$ cat src/rtl/vseq_pkg.sv
package vseq_pkg;
  typedef enum logic [3:0] {
    ST_IDLE,
    ST_R_HI,
    ST_R_LO,
    ST_R_END,
    ST_R_WAIT,
    ST_N_SAVE,
    ST_N_HI,
    ST_N_LO,
    ST_N_END
  } seq_state_e;
endpackage

$ cat src/rtl/vseq_sync.sv
module vseq_sync #(
  parameter int STAGES = 2
) (
  input  logic clk_i,
  input  logic rst_ni,
  input  logic async_i,
  output logic level_o,
  output logic rise_o
);
  logic [STAGES-1:0] sync_q;
  logic              prev_q;

  generate
    for (genvar i = 0; i < STAGES; i++) begin : g_stage
      if (i == 0) begin : g_first
        always_ff @(posedge clk_i or negedge rst_ni)
          if (!rst_ni) sync_q[0] <= 1'b0;
          else         sync_q[0] <= async_i;
      end else begin : g_next
        always_ff @(posedge clk_i or negedge rst_ni)
          if (!rst_ni) sync_q[i] <= 1'b0;
          else         sync_q[i] <= sync_q[i-1];
      end
    end
  endgenerate

  always_ff @(posedge clk_i or negedge rst_ni)
    if (!rst_ni) prev_q <= 1'b0;
    else         prev_q <= sync_q[STAGES-1];

  assign level_o = sync_q[STAGES-1];
  assign rise_o  = sync_q[STAGES-1] & ~prev_q;
endmodule

$ cat src/rtl/vseq_fsm.sv
module vseq_fsm
  import vseq_pkg::*;
#(
  parameter int              ADDR_W  = 16,
  parameter int              DATA_W  = 8,
  parameter logic [ADDR_W-1:0] RST_VEC = 16'hFFFE,
  parameter logic [ADDR_W-1:0] NMI_VEC = 16'hFFFC
) (
  input  logic                clk_i,
  input  logic                rst_ni,
  input  logic                rst_lvl_i,
  input  logic                nmi_rise_i,
  input  logic                ctx_ack_i,
  input  logic [DATA_W-1:0]   rdata_i,
  output logic                own_bus_o,
  output logic [ADDR_W-1:0]   fetch_addr_o,
  output logic                ctx_req_o,
  output logic [2*DATA_W-1:0] pc_o,
  output logic                pc_load_o
);
  localparam logic [ADDR_W-1:0] RST_VEC_LO = RST_VEC + 1'b1;
  localparam logic [ADDR_W-1:0] NMI_VEC_LO = NMI_VEC + 1'b1;

  seq_state_e          state_q, state_d;
  logic [DATA_W-1:0]   ph_q, pl_q;
  logic                load_q;
  logic                in_rst_seq;

  assign in_rst_seq = (state_q == ST_R_HI) || (state_q == ST_R_LO) ||
                      (state_q == ST_R_END) || (state_q == ST_R_WAIT);

  always_comb begin
    state_d = state_q;
    if (rst_lvl_i && !in_rst_seq) begin
      state_d = ST_R_HI;  // reset pre-empts everything
    end else begin
      unique case (state_q)
        ST_IDLE:   if (nmi_rise_i) state_d = ST_N_SAVE;
        ST_R_HI:   state_d = ST_R_LO;
        ST_R_LO:   state_d = ST_R_END;
        ST_R_END:  state_d = ST_R_WAIT;
        ST_R_WAIT: if (!rst_lvl_i) state_d = ST_IDLE;
        ST_N_SAVE: if (ctx_ack_i) state_d = ST_N_HI;
        ST_N_HI:   state_d = ST_N_LO;
        ST_N_LO:   state_d = ST_N_END;
        ST_N_END:  state_d = ST_IDLE;
        default:   state_d = ST_R_HI;
      endcase
    end
  end

  always_comb begin
    own_bus_o    = 1'b1;
    fetch_addr_o = RST_VEC_LO;
    unique case (state_q)
      ST_IDLE, ST_N_SAVE: own_bus_o = 1'b0;
      ST_R_HI:            fetch_addr_o = RST_VEC;
      ST_N_HI:            fetch_addr_o = NMI_VEC;
      ST_N_LO, ST_N_END:  fetch_addr_o = NMI_VEC_LO;
      default:            fetch_addr_o = RST_VEC_LO;
    endcase
  end

  assign ctx_req_o = (state_q == ST_N_SAVE);

  always_ff @(posedge clk_i or negedge rst_ni) begin
    if (!rst_ni) begin
      state_q <= ST_R_HI;
      ph_q    <= '0;
      pl_q    <= '0;
      load_q  <= 1'b0;
    end else begin
      state_q <= state_d;
      load_q  <= 1'b0;
      if (state_q == ST_R_LO || (state_q == ST_N_LO && !rst_lvl_i))
        ph_q <= rdata_i;
      if (state_q == ST_R_END || (state_q == ST_N_END && !rst_lvl_i))
        pl_q <= rdata_i;
      if (((state_q == ST_N_END) || (state_q == ST_R_WAIT)) && !rst_lvl_i)
        load_q <= 1'b1;
    end
  end

  assign pc_o      = {ph_q, pl_q};
  assign pc_load_o = load_q;
endmodule

$ cat src/rtl/vseq_bus_mux.sv
module vseq_bus_mux #(
  parameter int ADDR_W = 16
) (
  input  logic              own_bus_i,
  input  logic [ADDR_W-1:0] fetch_addr_i,
  input  logic [ADDR_W-1:0] core_addr_i,
  input  logic              core_rw_i,
  input  logic              od_i,
  output logic [ADDR_W-1:0] bus_addr_o,
  output logic              bus_rw_o,
  output logic              data_oe_o
);
  assign bus_addr_o = own_bus_i ? fetch_addr_i : core_addr_i;
  assign bus_rw_o   = own_bus_i | core_rw_i;
  assign data_oe_o  = ~bus_rw_o & ~od_i;
endmodule

$ cat src/rtl/vector_fetch_seq.sv
module vector_fetch_seq #(
  parameter int              ADDR_W      = 16,
  parameter int              DATA_W      = 8,
  parameter int              SYNC_STAGES = 2,
  parameter logic [ADDR_W-1:0] RST_VEC   = 16'hFFFE,
  parameter logic [ADDR_W-1:0] NMI_VEC   = 16'hFFFC
) (
  input  logic                clk_i,
  input  logic                rst_ni,
  input  logic                cpu_reset_i,
  input  logic                nmi_i,
  input  logic [ADDR_W-1:0]   core_addr_i,
  input  logic                core_rw_i,
  input  logic                od_i,
  input  logic [DATA_W-1:0]   mem_rdata_i,
  input  logic                ctx_ack_i,
  output logic [ADDR_W-1:0]   bus_addr_o,
  output logic                bus_rw_o,
  output logic                data_oe_o,
  output logic                core_hold_o,
  output logic                ctx_req_o,
  output logic [2*DATA_W-1:0] pc_o,
  output logic                pc_load_o
);
  logic rst_lvl, rst_rise_unused, nmi_lvl_unused, nmi_rise;
  logic own_bus;
  logic [ADDR_W-1:0] fetch_addr;

  vseq_sync #(.STAGES(SYNC_STAGES)) u_rst_sync (
    .clk_i, .rst_ni, .async_i(cpu_reset_i),
    .level_o(rst_lvl), .rise_o(rst_rise_unused)
  );

  vseq_sync #(.STAGES(SYNC_STAGES)) u_nmi_sync (
    .clk_i, .rst_ni, .async_i(nmi_i),
    .level_o(nmi_lvl_unused), .rise_o(nmi_rise)
  );

  vseq_fsm #(
    .ADDR_W(ADDR_W), .DATA_W(DATA_W), .RST_VEC(RST_VEC), .NMI_VEC(NMI_VEC)
  ) u_fsm (
    .clk_i, .rst_ni,
    .rst_lvl_i(rst_lvl), .nmi_rise_i(nmi_rise), .ctx_ack_i,
    .rdata_i(mem_rdata_i),
    .own_bus_o(own_bus), .fetch_addr_o(fetch_addr),
    .ctx_req_o, .pc_o, .pc_load_o
  );

  vseq_bus_mux #(.ADDR_W(ADDR_W)) u_mux (
    .own_bus_i(own_bus), .fetch_addr_i(fetch_addr),
    .core_addr_i, .core_rw_i, .od_i,
    .bus_addr_o, .bus_rw_o, .data_oe_o
  );

  assign core_hold_o = own_bus;
endmodule

$ cat config.mk
export PLATFORM = sky130hd
export DESIGN_NAME = vector_fetch_seq
export DESIGN_NICKNAME = d
export VERILOG_FILES = /design/src/rtl/vseq_pkg.sv /design/src/rtl/vseq_sync.sv /design/src/rtl/vseq_fsm.sv /design/src/rtl/vseq_bus_mux.sv /design/src/rtl/vector_fetch_seq.sv
export SDC_FILE = /design/constraint.sdc
export NUM_CORES = 1
export LEC_CHECK = 0
export BUFFER_PORTS_ARGS = -buffer_cell sky130_fd_sc_hd__buf_2
export CORE_UTILIZATION = 43
export DETAILED_ROUTE_END_ITERATION = 10
export HOLD_SLACK_MARGIN = 0.15
export PLACE_DENSITY_LB_ADDON = 0.15
export SYNTH_ARGS = -nofsm -noshare
export SYNTH_HDL_FRONTEND = slang
export SYNTH_SLANG_ARGS = --single-unit
$ cat constraint.sdc
create_clock -name clk_i -period 2 [get_ports clk_i]
set_input_delay 0.2 -clock clk_i [delete_from_list [all_inputs] [get_ports clk_i]]
set_output_delay 0.2 -clock clk_i [all_outputs]
set_load 0.01 [all_outputs]
==> metrics.md <==
| Metric | Value |
|---|---|
| Run status | completed |
| Final period utilization | a little over nine tenths |
| Cells after synthesis | 110 |
| CTS tree | yes |
| Share of async-settable or async-resettable flops after synthesis | 100.0% |
| Antenna cells | 0 |
| Final core occ | between 60 and 70% |
| IO Count | just under 70 |
| Setup violators final | 0 |
| Syn. warnings | 0 |
| Register Area | between 600 and 700 um2 |
| Area occupied by multi-input gates | between 500 and 600 um2 |
| Starting Density | between 40% and 50% |
| P&R area growth vs syn | 43.07% |
| Leak | ~0.83 nW |
| Worst-path clk slew | 0.13 ns |
| Number of synthesized register bits | 26 |
| Max frequency | between 0.5 and 0.6 GHz |
| Global-route wire length before repair | 4305 um |
| Drt wl/cell | ~12 um |
| Netlist cell types | 29 |
| Total Neg Setup Slack | 0 ns |
| Clock latency at the later pin of the worst-skew pair | around 0.31 ns |
| Post-Route WL | roughly 2600 um |
| Post-route cell area | between 1500 and 2000 um2 |
| Clock skew | around 0.0028 ns |
| Die Span X | approximately 56 um |
| Post-synth EDFFs | 0 |
| Die ar. | approximately 3100 um2 |
| CTS Sinks | 26 |
| Reg2reg setup slack | approximately 0.092 ns |
| Max clock buf depth | 2 |
| Worst setup EP type | flip-flop |
| Tot GR Track Use | between 15 and 20% |
| CP Cell Sequence | buf_4, or3_4, mux2i_1, and2b_1, mux2_2 |
| Fin nets | 220 |
| Crit path launch type | flip-flop |
| Port bufs | 67 |
| Max Slew Vio Count | 0 |
| Arrival @ worst endpoint | around 2.1 ns |
| Initial antenna violation count | 0 |
| Peak per-stage delay on the critical path | just over 0.4 ns |
| Worst VDD drop | roughly 0.0012 V |
| Grt ovf | 0 |
| Via count | 1,087 |
| Routed Antenna Nets | 0 |
| Vias per cell | 4.963 |
| Period minus WS final | roughly 1.9 ns |
| DRT iter0 DRCs | 25 |
| Relative slew slack | 64.49% |
| Unrepaired setup endpoints after global routing | true |
| Worst Tran Pin Value | around 0.53 ns |
| Fill cell count | about 240 |
| Clock buffer count from CTS | 3 |
| Crit Path Category | flip-flop to flip-flop |
| Slowest-stage cell, CP | dfstp_2 |
| Power after layout | 2.665 mW |
| Final Hold Fails | 0 |
| Root buffer cell | clkbuf_4 |
| Syn nets | 141 |
| Core ar. | 2734 um2 |
| Top FF cell, synth | dfrtp_1 |
| Post-place instance area | 1578 um2 |
| Share of layout cells above drive strength 1 | between 50% and 60% |
| Cell Area, Synth | 1237 um2 |
| Max cap viols | 0 |
| DRC viols | 0 |
| Die Ht | 55.65 um |
| Final hold slack | approximately 0.26 ns |
| Worst Path Max Fanout | 10 |
| DRT Pass-1 Iters | 4 |
| Largest net degree at the start of global routing | 27 |
| HP Class | input port to flip-flop |
| Worst path required time | roughly 2.2 ns |
| H-tree levels | 1 |
| Sequential area share after synthesis | 52.68% |
| Post-DP HPWL | between 1500 and 2000 um |
| Vias in the first global route | approximately 1,000 |
| Rows | 19 |
| RePlAce Congestion | ~0.75 |
| Avg Cell Area, Syn | 11.25 um2 |
| PwrDens | 1505 nW/um2 |
cell usage after synthesis (2+ instances only):
| master | n | area share [%] |
|---|---|---|
| nand2_1 | 4 | 1.2 |
| mux2_2 | 16 | 15 |
| inv_1 | 2 | 0.61 |
| nand2b_1 | 3 | 1.5 |
| a31oi_1 | 3 | 1.5 |
| dfrtp_1 | 25 | 51 |
| or2_2 | 15 | 7.6 |
| buf_6 | 2 | 1.8 |
| buf_2 | 3 | 1.2 |
| nor2_1 | 3 | 0.91 |
| clkbuf_1 | 3 | 0.91 |
| nor3_1 | 5 | 2.0 |
| a21oi_1 | 6 | 2.4 |
| o21ai_0 | 5 | 2.0 |
sequential cells by signal, summed over array words and instances, names as in the netlist:
| signal | count |
|---|---|
| u_fsm.pc_load_o | 1 |
| u_fsm.state_q | 4 |
| u_nmi_sync.prev_q | 1 |
| u_fsm.ph_q | 8 |
| u_fsm.pl_q | 8 |
| u_nmi_sync.level_o | 1 |
| u_rst_sync.sync_q | 1 |
| u_nmi_sync.sync_q | 1 |
| u_rst_sync.level_o | 1 |
power breakdown:
part	leakage (nW)	internal (mW)	switching, mW	total [mW]
Clock	0.0279	0.203	0.145	0.348
Combinational	0.495	0.722	0.725	1.45
Sequential	0.306	0.746	0.124	0.870
Total	0.829	1.67	0.994	2.66
worst max-delay path, delay by kind of cell (launching register included):
family        cells  cell delay [ns]
flops             1             0.41
simple gates      2             0.74
buf+inv           1             0.16
mux               2             0.51
logic make-up (layout without fill, tap and decap cells):
| logic type | count (synthesis) | after routing | share of synthesized area (%) |
|---|---|---|---|
| simple gates | 36 | 37 | 16.99 |
| flops | 26 | 26 | 52.68 |
| compound gates | 19 | 19 | 9.000 |
| mux | 17 | 17 | 15.37 |
| buf+inv | 10 | 87 | 4.550 |
| xor+xnor | 2 | 2 | 1.416 |
cell type report:
class	instances	share of cell area (%)
clock buffer	3	1.272
clock inverter	1	1.696
inverter	2	0.4240
multi-input combinational	75	31.02
sequential	26	36.96
tap	31	2.191
timing repair buffer	81	26.43
path summary, 6_finish.rpt:
kind	start	to	cells past startpoint
setup reg to reg	u_fsm.state_q[0]	u_fsm.pl_q[3]	5
min in group asynchronous	rst_ni	u_nmi_sync.sync_q[0]	2
setup / recovery	u_fsm.state_q[0]	u_fsm.pl_q[3]	5
hold / removal	ctx_ack_i	u_fsm.state_q[0]	4
max in group asynchronous	rst_ni	u_fsm.state_q[2]	2
hold reg to reg	u_rst_sync.sync_q[0]	u_rst_sync.level_o	0
layout by cell type, fill, tap and decap left out:
cell type      synthesis  routed
a21oi_1                6       6
a31oi_1                3       3
and2b_1                1       1
and3b_1                1       1
buf_2                  3      67
buf_4                  0       3
bufinv_16              0       1
clkbuf_4               0       3
dfrtp_1               25      23
dfrtp_2                0       2
dfstp_2                1       1
dlygate4sd3_1          0      11
inv_1                  2       2
mux2_2                16      16
mux2i_1                1       1
nand2_1                4       3
nand2_2                0       2
nand2b_1               3       3
nand3_1                1       1
nand3b_1               1       1
nor2_1                 3       3
nor2b_1                1       1
nor3_1                 5       4
nor3_4                 0       1
o211ai_1               1       1
o21a_1                 1       1
o21ai_0                5       5
o22a_1                 1       1
o22ai_1                1       1
o31ai_1                1       1
or2_2                 15      15
or3_4                  1       1
xnor2_1                1       1
xor2_1                 1       1
per-layer routing:
metal	global-route usage, %	share of wire [%]
met5	0	0
met1	21.37	43
met3	4.651	5.7
met2	30.98	51
met4	2.143	0.38
metrics by stage:
step / setup WS [ns] / std cells
global route: 0.005627 / 219
floorplan: 0.3199 / 110
detailed placement: 0.1932 / 202
global placement: 0.2370 / 202
CTS: 0.03261 / 218
finish: 0.09225 / 219
what timing repair did:
item / 4_1_cts / 5_1_grt
pin swaps: 0 / 1
gates resized for setup: 2 / 4
endpoints found under the setup margin: 17 / 16
buffers inserted: 1 / 0
cloned: 0 / 1
hold buffers: 11 / 0
endpoints found under the hold margin: 43 / 0
Note: power is estimated with default switching activity, not from simulation.
